**src/rtl/rt_datapath.sv**
```systemverilog
module rt_datapath #(
  parameter int W = 8,
  parameter int NREG = 4,
  localparam int SELW = $clog2(NREG),
  localparam int SHW = $clog2(W)
) (
  input  logic              clk,
  input  logic              rst_n,
  input  logic              clr,
  input  logic [3:0]        op,
  input  logic [SELW-1:0]   src_a,
  input  logic [SELW-1:0]   src_b,
  input  logic [SELW-1:0]   dst,
  input  logic [W-1:0]      imm,
  input  logic [SHW-1:0]    shamt,
  output logic [NREG*W-1:0] regs
);
  localparam int NIB = W / 2;

  logic [W-1:0] q [NREG];
  logic [W-1:0] a, b, a_fld, b_fld, res;
  logic         valid;

  assign a     = q[src_a];
  assign b     = q[src_b];
  assign a_fld = a >> shamt;
  assign b_fld = b >> imm[SHW-1:0];

  always_comb begin
    valid = 1'b1;
    res   = '0;
    case (op)
      4'h0: res = imm;
      4'h1: res = a;
      4'h2: res = a + b;
      4'h3: res = a - b;
      4'h4: res = a & b;
      4'h5: res = a | b;
      4'h6: res = a ^ b;
      4'h7: res = ~a;
      4'h8: res = a << shamt;
      4'h9: res = a >> shamt;
      4'hA: res = {a_fld[NIB-1:0], b_fld[NIB-1:0]};
      default: valid = 1'b0;
    endcase
  end

  for (genvar i = 0; i < NREG; i++) begin : g_reg
    logic ld;
    assign ld = valid && (dst == SELW'(i));
    always_ff @(posedge clk or negedge rst_n) begin
      if (!rst_n)    q[i] <= '0;
      else if (clr)  q[i] <= '0;
      else if (ld)   q[i] <= res;
    end
    assign regs[i*W +: W] = q[i];
  end
endmodule

```
**config.mk**
```make
export PLATFORM = sky130hd
export DESIGN_NAME = rt_datapath
export DESIGN_NICKNAME = d
export VERILOG_FILES = /design/src/rtl/rt_datapath.sv
export SDC_FILE = /design/constraint.sdc
export NUM_CORES = 1
export LEC_CHECK = 0
export BUFFER_PORTS_ARGS = -buffer_cell sky130_fd_sc_hd__buf_2
export CORE_MARGIN = 3
export CORE_UTILIZATION = 30
export DETAILED_ROUTE_END_ITERATION = 10
export PLACE_DENSITY = 0.46
export SLEW_MARGIN = 20
export SYNTH_ARGS = -nofsm -noshare
export SYNTH_HDL_FRONTEND = slang
export SYNTH_SLANG_ARGS = --single-unit
```
**constraint.sdc**
```tcl
create_clock -name clk -period 4.4 [get_ports clk]
set_input_delay 0.88 -clock clk [delete_from_list [all_inputs] [get_ports clk]]
set_output_delay 0.88 -clock clk [all_outputs]
set_load 0.05 [all_outputs]
```
==> results of run 1 <==
-- cell families after synthesis --
logic type,Yosys count
AND/OR/NAND/NOR,133
XOR/XNOR,8
buffers and inverters,54
adder cells (fa/ha/maj),25
multiplexers,77
flip-flops,32
AO/OA/AOI/OAI,124
-- worst register-to-register path: cells and delay by family, from the launching register on --
family                   cells  cell delay, ns
flip-flops                   1            0.49
adder cells (fa/ha/maj)      2            0.67
AND/OR/NAND/NOR              4            1.14
multiplexers                 2            0.85
buffers and inverters        1            0.11
AO/OA/AOI/OAI                2            0.39
-- power by group through the flow --
stage	Combinational, mW	Sequential (mW)	Clock [mW]
floorplan	0.257	0.351	0
global placement	0.407	0.325	0
detailed placement	0.409	0.325	0
CTS	0.411	0.321	0.355
global route	0.448	0.322	0.368
finish	0.414	0.321	0.352
-- cell type report --
class	instances	area (µm²)	area share, %
clock buffers	7	142.6	2.905
multi-input cells	367	3193	65.04
clock inverters	1	7.507	0.1529
repair buffers	80	462.9	9.429
flip-flops and latches	32	800.8	16.31
inverters	22	82.58	1.682
well taps	176	220.2	4.485
-- per-layer routing --
metal | up-vias | wire (µm)
li1 | 1856 | -
met5 | - | 0
met2 | 224 | 7726
met4 | 0 | 382
met3 | 27 | 1313
met1 | 2088 | 7058
-- cell usage after synthesis, types with 2 or more instances --
library cell | count | share of area [%]
nand2_1 | 36 | 3.2
mux4_2 | 34 | 18
dfrtp_1 | 32 | 19
mux2i_1 | 29 | 6.9
nor2_1 | 27 | 2.4
ha_1 | 24 | 7.1
o21ai_0 | 22 | 2.6
inv_1 | 20 | 1.8
a22o_1 | 19 | 3.9
clkbuf_1 | 19 | 1.7
a21oi_1 | 14 | 1.7
nor3_1 | 14 | 1.7
o21ai_1 | 11 | 1.3
mux2_2 | 9 | 2.4
nand2b_1 | 9 | 1.3
nor2b_1 | 9 | 1.3
a31oi_1 | 8 | 1.2
buf_2 | 7 | 0.83
o22ai_1 | 7 | 1.0
xnor2_1 | 7 | 1.5
a211oi_1 | 6 | 1.1
nand3_1 | 6 | 0.71
and2_1 | 5 | 0.74
nor3b_1 | 5 | 0.89
o211ai_1 | 5 | 0.89
buf_1 | 4 | 0.36
o21a_1 | 4 | 0.71
and3_1 | 3 | 0.44
nand3b_1 | 3 | 0.53
nor4_1 | 3 | 0.44
nor4b_1 | 3 | 0.62
or3_1 | 3 | 0.44
a211o_1 | 2 | 0.41
a22oi_1 | 2 | 0.36
a2bb2oi_1 | 2 | 0.41
inv_2 | 2 | 0.18
mux2_1 | 2 | 0.53
mux2i_4 | 2 | 1.1
o211a_1 | 2 | 0.47
o32ai_1 | 2 | 0.41
-- worst max-delay path by stage --
| stage | end | slack (ns) | depth (start not counted) |
|---|---|---|---|
| after CTS | regs[18]$_DFFE_PN0P_ | 0.34 | 12 |
| after global routing | regs[2]$_DFFE_PN0P_ | 0.13 | 12 |
| after floorplan | regs[2]$_DFFE_PN0P_ | 0.25 | 13 |
| after global placement | regs[22]$_DFFE_PN0P_ | 0.13 | 13 |
| after detailed placement | regs[18]$_DFFE_PN0P_ | 0.06 | 12 |
| final | regs[18]$_DFFE_PN0P_ | 0.32 | 12 |
==> results.py, run 1 <==
metrics = {
    "run_status": {
        "outcome": "completed",
    },
    "clock_tree": {
        "h-tree-depth": 2,
        "cts_buffer_depth": 2,
        "clk_pin_slew_ns": 0.05,
        "cts_setup_buffers": 0,
        "numCtsBuffers": 5,
        "cts_tree": "done",
        "cts_root_buf": "clkbuf_16",
        "clock_sink_count": 32,
        "cts_hold_buf": 0,
        "clock_latency_ns": 0.28,
        "post_cts_resized": 0,
    },
    "setup_path": {
        "critPathKind": "in -> reg",
        "rr_worst_depth": 11,
        "startpoint_type": "input port",
        "r2r-end": "regs[18]$_DFFE_PN0P_",
        "cp.arrival_ns": 4.25,
        "path_buf_inv": 2,
        "endpoint_kind": "flip-flop",
        "rr_startpoint": "regs[24]$_DFFE_PN0P_",
        "cpMaxStageDelayCell": "mux4_2",
        "reg2reg_slack_ns": 0.64,
        "path_cells": "buf_2 > mux4_2 > inv_1 > ha_1 > mux2_2 > fa_1 > nor2b_1 > nor3_1 > nor3_1 > o211ai_1 > or4_1 > a22o_1",
        "critPathTopFamily": "simple AND/OR/NAND/NOR gates",
        "cp_data_required_time_ns": 4.57,
        "cpMostUsedCell": "nor3_1",
        "crit_fanout": 5,
        "cpPeakStageDelay_ns": 0.59,
        "critPathLaunch": "src_b[0]",
    },
    "logic_synthesis": {
        "synth_edf_count": 0,
        "ys_seq_area_share_pct": 18.96,
        "synth-simple-area-share_pct": 16.08,
        "synth.area.mux_share_pct": 29.32,
        "ys_async_sr_fraction_pct": 100.0,
        "yosys_warnings": 0,
        "syn_avg_cell_area_um2": 9.325,
        "synth_seq_cells": 32,
        "synth-xor-area-share_pct": 1.659,
        "synth_ff_type": "dfrtp_1",
        "synth_fp_nets": 502,
        "synth-compound-area-share_pct": 20.94,
        "syn_area_mm2": 0.004224,
        "synth_top_family_by_area": "multiplexers",
        "synthCells": 453,
        "synth_cell_types": 70,
        "synth_fa_ha_area_share_pct": 7.583,
    },
    "floorplanning": {
        "chipHeight_um": 124.7,
        "design.die.area_mm2": 0.01554,
        "core_mm2": 0.01351,
        "die_w_um": 124.7,
        "initial_core_util_pct": 31.28,
        "rows": 42,
        "pin_count": 56,
    },
    "sta": {
        "rsz0062_at_grt": "false",
        "finalCritPeriodShare_pct": 92.78,
        "whs_ns": 0.6348,
        "setup_viol": 0,
        "period_minus_slack_ns": 4.082,
        "max_freq_ghz": 0.2450,
        "skew_ns": 0.008410,
        "tightest_slew_ns": 1.019,
        "hold_viol": 0,
        "relSlewSlack_pct": 31.42,
        "slew_viol_final": 0,
        "tns_ns": 0,
        "finalWorstSetupSlack_ns": 0.3178,
    },
    "pwr": {
        "intPower_uw": 684.4,
        "p_seq_share_pct": 29.5,
        "ir_drop_v": 0.0002085,
        "leakagePower_nw": 2.078,
        "pwr-share-comb_pct": 38.1,
        "power_switching_uw": 401.7,
        "totalPowerFinal_mw": 1.086,
        "clkPwrFrac_pct": 32.4,
        "power.density_mw_per_mm2": 221.2,
        "p_sw_share_pct": 36.98,
    },
    "placed_design": {
        "placed_cells": 677,
        "place_congestion": 0.9239,
        "place_hpwl_mm": 12.86,
        "placedInstanceArea_mm2": 0.004760,
        "io_buffers": 55,
        "post-place-ws_ns": 0.06084,
    },
    "cells_and_area": {
        "nets": 557,
        "fin_util_pct": 36.35,
        "diodes": 0,
        "drive_above_1_share_pct": 27.70,
        "largest_register_ffs": 32,
        "final_cell_area_mm2": 0.004910,
        "final_cell_mix": "buf_2 (55), nand2_1 (36), mux4_2 (34)",
        "stdcell_count": 685,
        "area_growth_syn_to_layout_pct": 16.23,
        "final_common_cell": "buf_2",
        "fill_cells": 1366,
    },
    "detailed_routing": {
        "final_antenna_net_count": 0,
        "vias": 4195,
        "vias_per_cell": 6.124,
        "wire_per_inst_um": 24.06,
        "drt-initial-drc-count": 330,
        "wl_mm": 16.48,
        "route.detailed.drc": 0,
        "first_pass_iters": 5,
    },
    "global_route": {
        "grt_max_degree": 33,
        "use_met3_pct": 2.659,
        "grt_pass1_vias": 4214,
        "grtUsageTotal_pct": 21.14,
        "grtUsageMet2_pct": 33.40,
        "grt_overflow": 0,
        "grt_pass1_wl_mm": 25.82,
        "antenna_found_initial": 0,
        "use_met1_pct": 29.92,
        "busiest_layer": "met2",
    },
    "worst_hold_path": {
        "hold_depth": 1,
        "holdPathEnd": "regs[20]$_DFFE_PN0P_",
        "min_path_type": "reg -> reg",
        "hold_start": "regs[20]$_DFFE_PN0P_",
    },
    "job": {
        "drv_cap": 0,
    },
}
No activity file was read; power rests on OpenSTA's default activity.
==> inputs of run 2 (changes only) <==
--- a/config.mk
+++ b/config.mk
@@ -7,9 +7,9 @@
 export LEC_CHECK = 0
 export BUFFER_PORTS_ARGS = -buffer_cell sky130_fd_sc_hd__buf_2
 export CORE_MARGIN = 3
-export CORE_UTILIZATION = 30
+export CORE_UTILIZATION = 27
 export DETAILED_ROUTE_END_ITERATION = 10
-export PLACE_DENSITY = 0.46
+export PLACE_DENSITY = 0.42
 export SLEW_MARGIN = 20
 export SYNTH_ARGS = -nofsm -noshare
 export SYNTH_HDL_FRONTEND = slang
==> results.py, run 2 (synthesis gave the netlist of run 1 again) <==
metrics = {
    "pwr": {
        "ir_drop_v": 0.0001998,
        "clkPwrFrac_pct": 32.9,
        "power_switching_uw": 398.6,
        "intPower_uw": 698.7,
        "p_seq_share_pct": 29.2,
        "totalPowerFinal_mw": 1.097,
        "p_sw_share_pct": 36.32,
        "pwr-share-comb_pct": 37.9,
        "leakagePower_nw": 2.101,
        "power.density_mw_per_mm2": 220.4,
    },
    "floorplanning": {
        "pin_count": 56,
        "initial_core_util_pct": 27.68,
        "rows": 45,
        "chipHeight_um": 131.1,
        "core_mm2": 0.01526,
        "die_w_um": 131.1,
        "design.die.area_mm2": 0.01718,
    },
    "setup_path": {
        "startpoint_type": "input port",
        "reg2reg_slack_ns": 0.70,
        "rr_worst_depth": 11,
        "cp_data_required_time_ns": 4.54,
        "crit_fanout": 6,
        "rr_startpoint": "regs[16]$_DFFE_PN0P_",
        "cp.arrival_ns": 4.19,
        "r2r-end": "regs[10]$_DFFE_PN0P_",
        "critPathKind": "in -> reg",
        "endpoint_kind": "flip-flop",
    },
    "cells_and_area": {
        "diodes": 0,
        "final_common_cell": "buf_2",
        "multi_input_area_mm2": 0.003193,
        "drive_above_1_share_pct": 28.18,
        "register_area_um2": 800.8,
        "fin_util_pct": 32.63,
        "area_growth_syn_to_layout_pct": 17.86,
        "final_cell_mix": "buf_2 (55), nand2_1 (36), mux4_2 (34)",
        "nets": 560,
        "largest_register_ffs": 32,
        "fill_cells": 1602,
    },
    "clock_tree": {
        "h-tree-depth": 2,
        "numCtsBuffers": 5,
        "clock_sink_count": 32,
        "clk_pin_slew_ns": 0.05,
        "cts_hold_buf": 0,
        "post_cts_resized": 0,
        "cts_tree": "done",
        "cts_root_buf": "clkbuf_16",
        "clock_latency_ns": 0.28,
        "cts_buffer_depth": 2,
        "cts_setup_buffers": 0,
    },
    "detailed_routing": {
        "drt-initial-drc-count": 465,
        "wl_mm": 16.70,
        "vias": 4083,
        "vias_per_cell": 5.655,
        "wire_per_inst_um": 23.13,
        "first_pass_iters": 5,
        "route.detailed.drc": 0,
        "final_antenna_net_count": 0,
    },
    "sta": {
        "max_freq_ghz": 0.2470,
        "period_minus_slack_ns": 4.048,
        "tightest_slew_ns": 0.8642,
        "skew_ns": 0.005534,
        "finalCritPeriodShare_pct": 92.01,
        "rsz0062_at_grt": "false",
        "hold_viol": 0,
        "tns_ns": 0,
        "relSlewSlack_pct": 42.12,
        "slew_viol_final": 0,
        "setup_viol": 0,
    },
    "placed_design": {
        "place_congestion": 0.9243,
        "place_hpwl_mm": 13.02,
        "io_buffers": 55,
    },
    "global_route": {
        "antenna_found_initial": 0,
        "grt_pass1_wl_mm": 25.36,
        "grtUsageTotal_pct": 19.68,
        "grt_overflow": 0,
        "grt_pass1_vias": 4126,
        "grt_max_degree": 33,
    },
    "job": {
        "drv_cap": 0,
    },
    "worst_hold_path": {
        "hold_start": "regs[7]$_DFFE_PN0P_",
        "min_path_type": "reg -> reg",
        "holdPathEnd": "regs[7]$_DFFE_PN0P_",
        "hold_depth": 1,
    },
    "run_status": {
        "outcome": "completed",
    },
}
==> run 2: through the flow <==
stage	hold WS (ns)	instances	instance area, µm²	setup WS (ns)
floorplan	0.5844	453	4224	0.2509
global placement	0.6002	715	4826	0.09845
detailed placement	0.5979	715	4826	0.09280
CTS	0.6115	722	4979	0.3782
global route	0.6578	722	4979	0.1306
finish	0.6201	722	4979	0.3516
==> run 2: power by group through the flow <==
stage	Combinational, mW	Clock [mW]	Sequential [mW]
2_1_floorplan	0.257	0	0.351
3_3_place_gp	0.414	0	0.326
3_5_place_dp	0.414	0	0.325
4_1_cts	0.415	0.365	0.320
5_1_grt	0.452	0.379	0.322
6_report	0.415	0.361	0.321
==> run 2: how the worst max path moves through the flow <==
stage | start | to | slack, ns | depth (start not counted)
floorplan | op[0] | regs[2]$_DFFE_PN0P_ | 0.25 | 13
finish | src_b[0] | regs[30]$_DFFE_PN0P_ | 0.35 | 13
detailed placement | src_b[0] | regs[22]$_DFFE_PN0P_ | 0.09 | 13
CTS | src_b[0] | regs[22]$_DFFE_PN0P_ | 0.38 | 13
global placement | src_b[0] | regs[14]$_DFFE_PN0P_ | 0.1 | 13
global route | src_b[0] | regs[30]$_DFFE_PN0P_ | 0.13 | 13
==> run 2: area by class of cell <==
type,count,share of cell area (%)
Clock buffer,7,3.066
Inverter,22,1.659
Multi-Input combinational cell,367,64.14
Sequential cell,32,16.08
Tap cell,211,5.303
Timing Repair Buffer,83,9.751
==> run 2: metal layers <==
metal	GRT usage (%)	wire [µm]
met1	27.51	7538
met2	31.30	7643
met3	2.269	940
met4	7.320	579
met5	0	0
==> run 2: worst max-delay path, stage by stage <==
cell,delay [ns]
buf_2,0.16
buf_4,0.20
mux4_2,0.65
nor3_1,0.38
a31oi_1,0.16
xnor2_1,0.15
ha_1,0.34
a211oi_1,0.22
nor4_1,0.08
a21oi_1,0.13
o22ai_1,0.13
a2111oi_4,0.55
o21ai_1,0.14
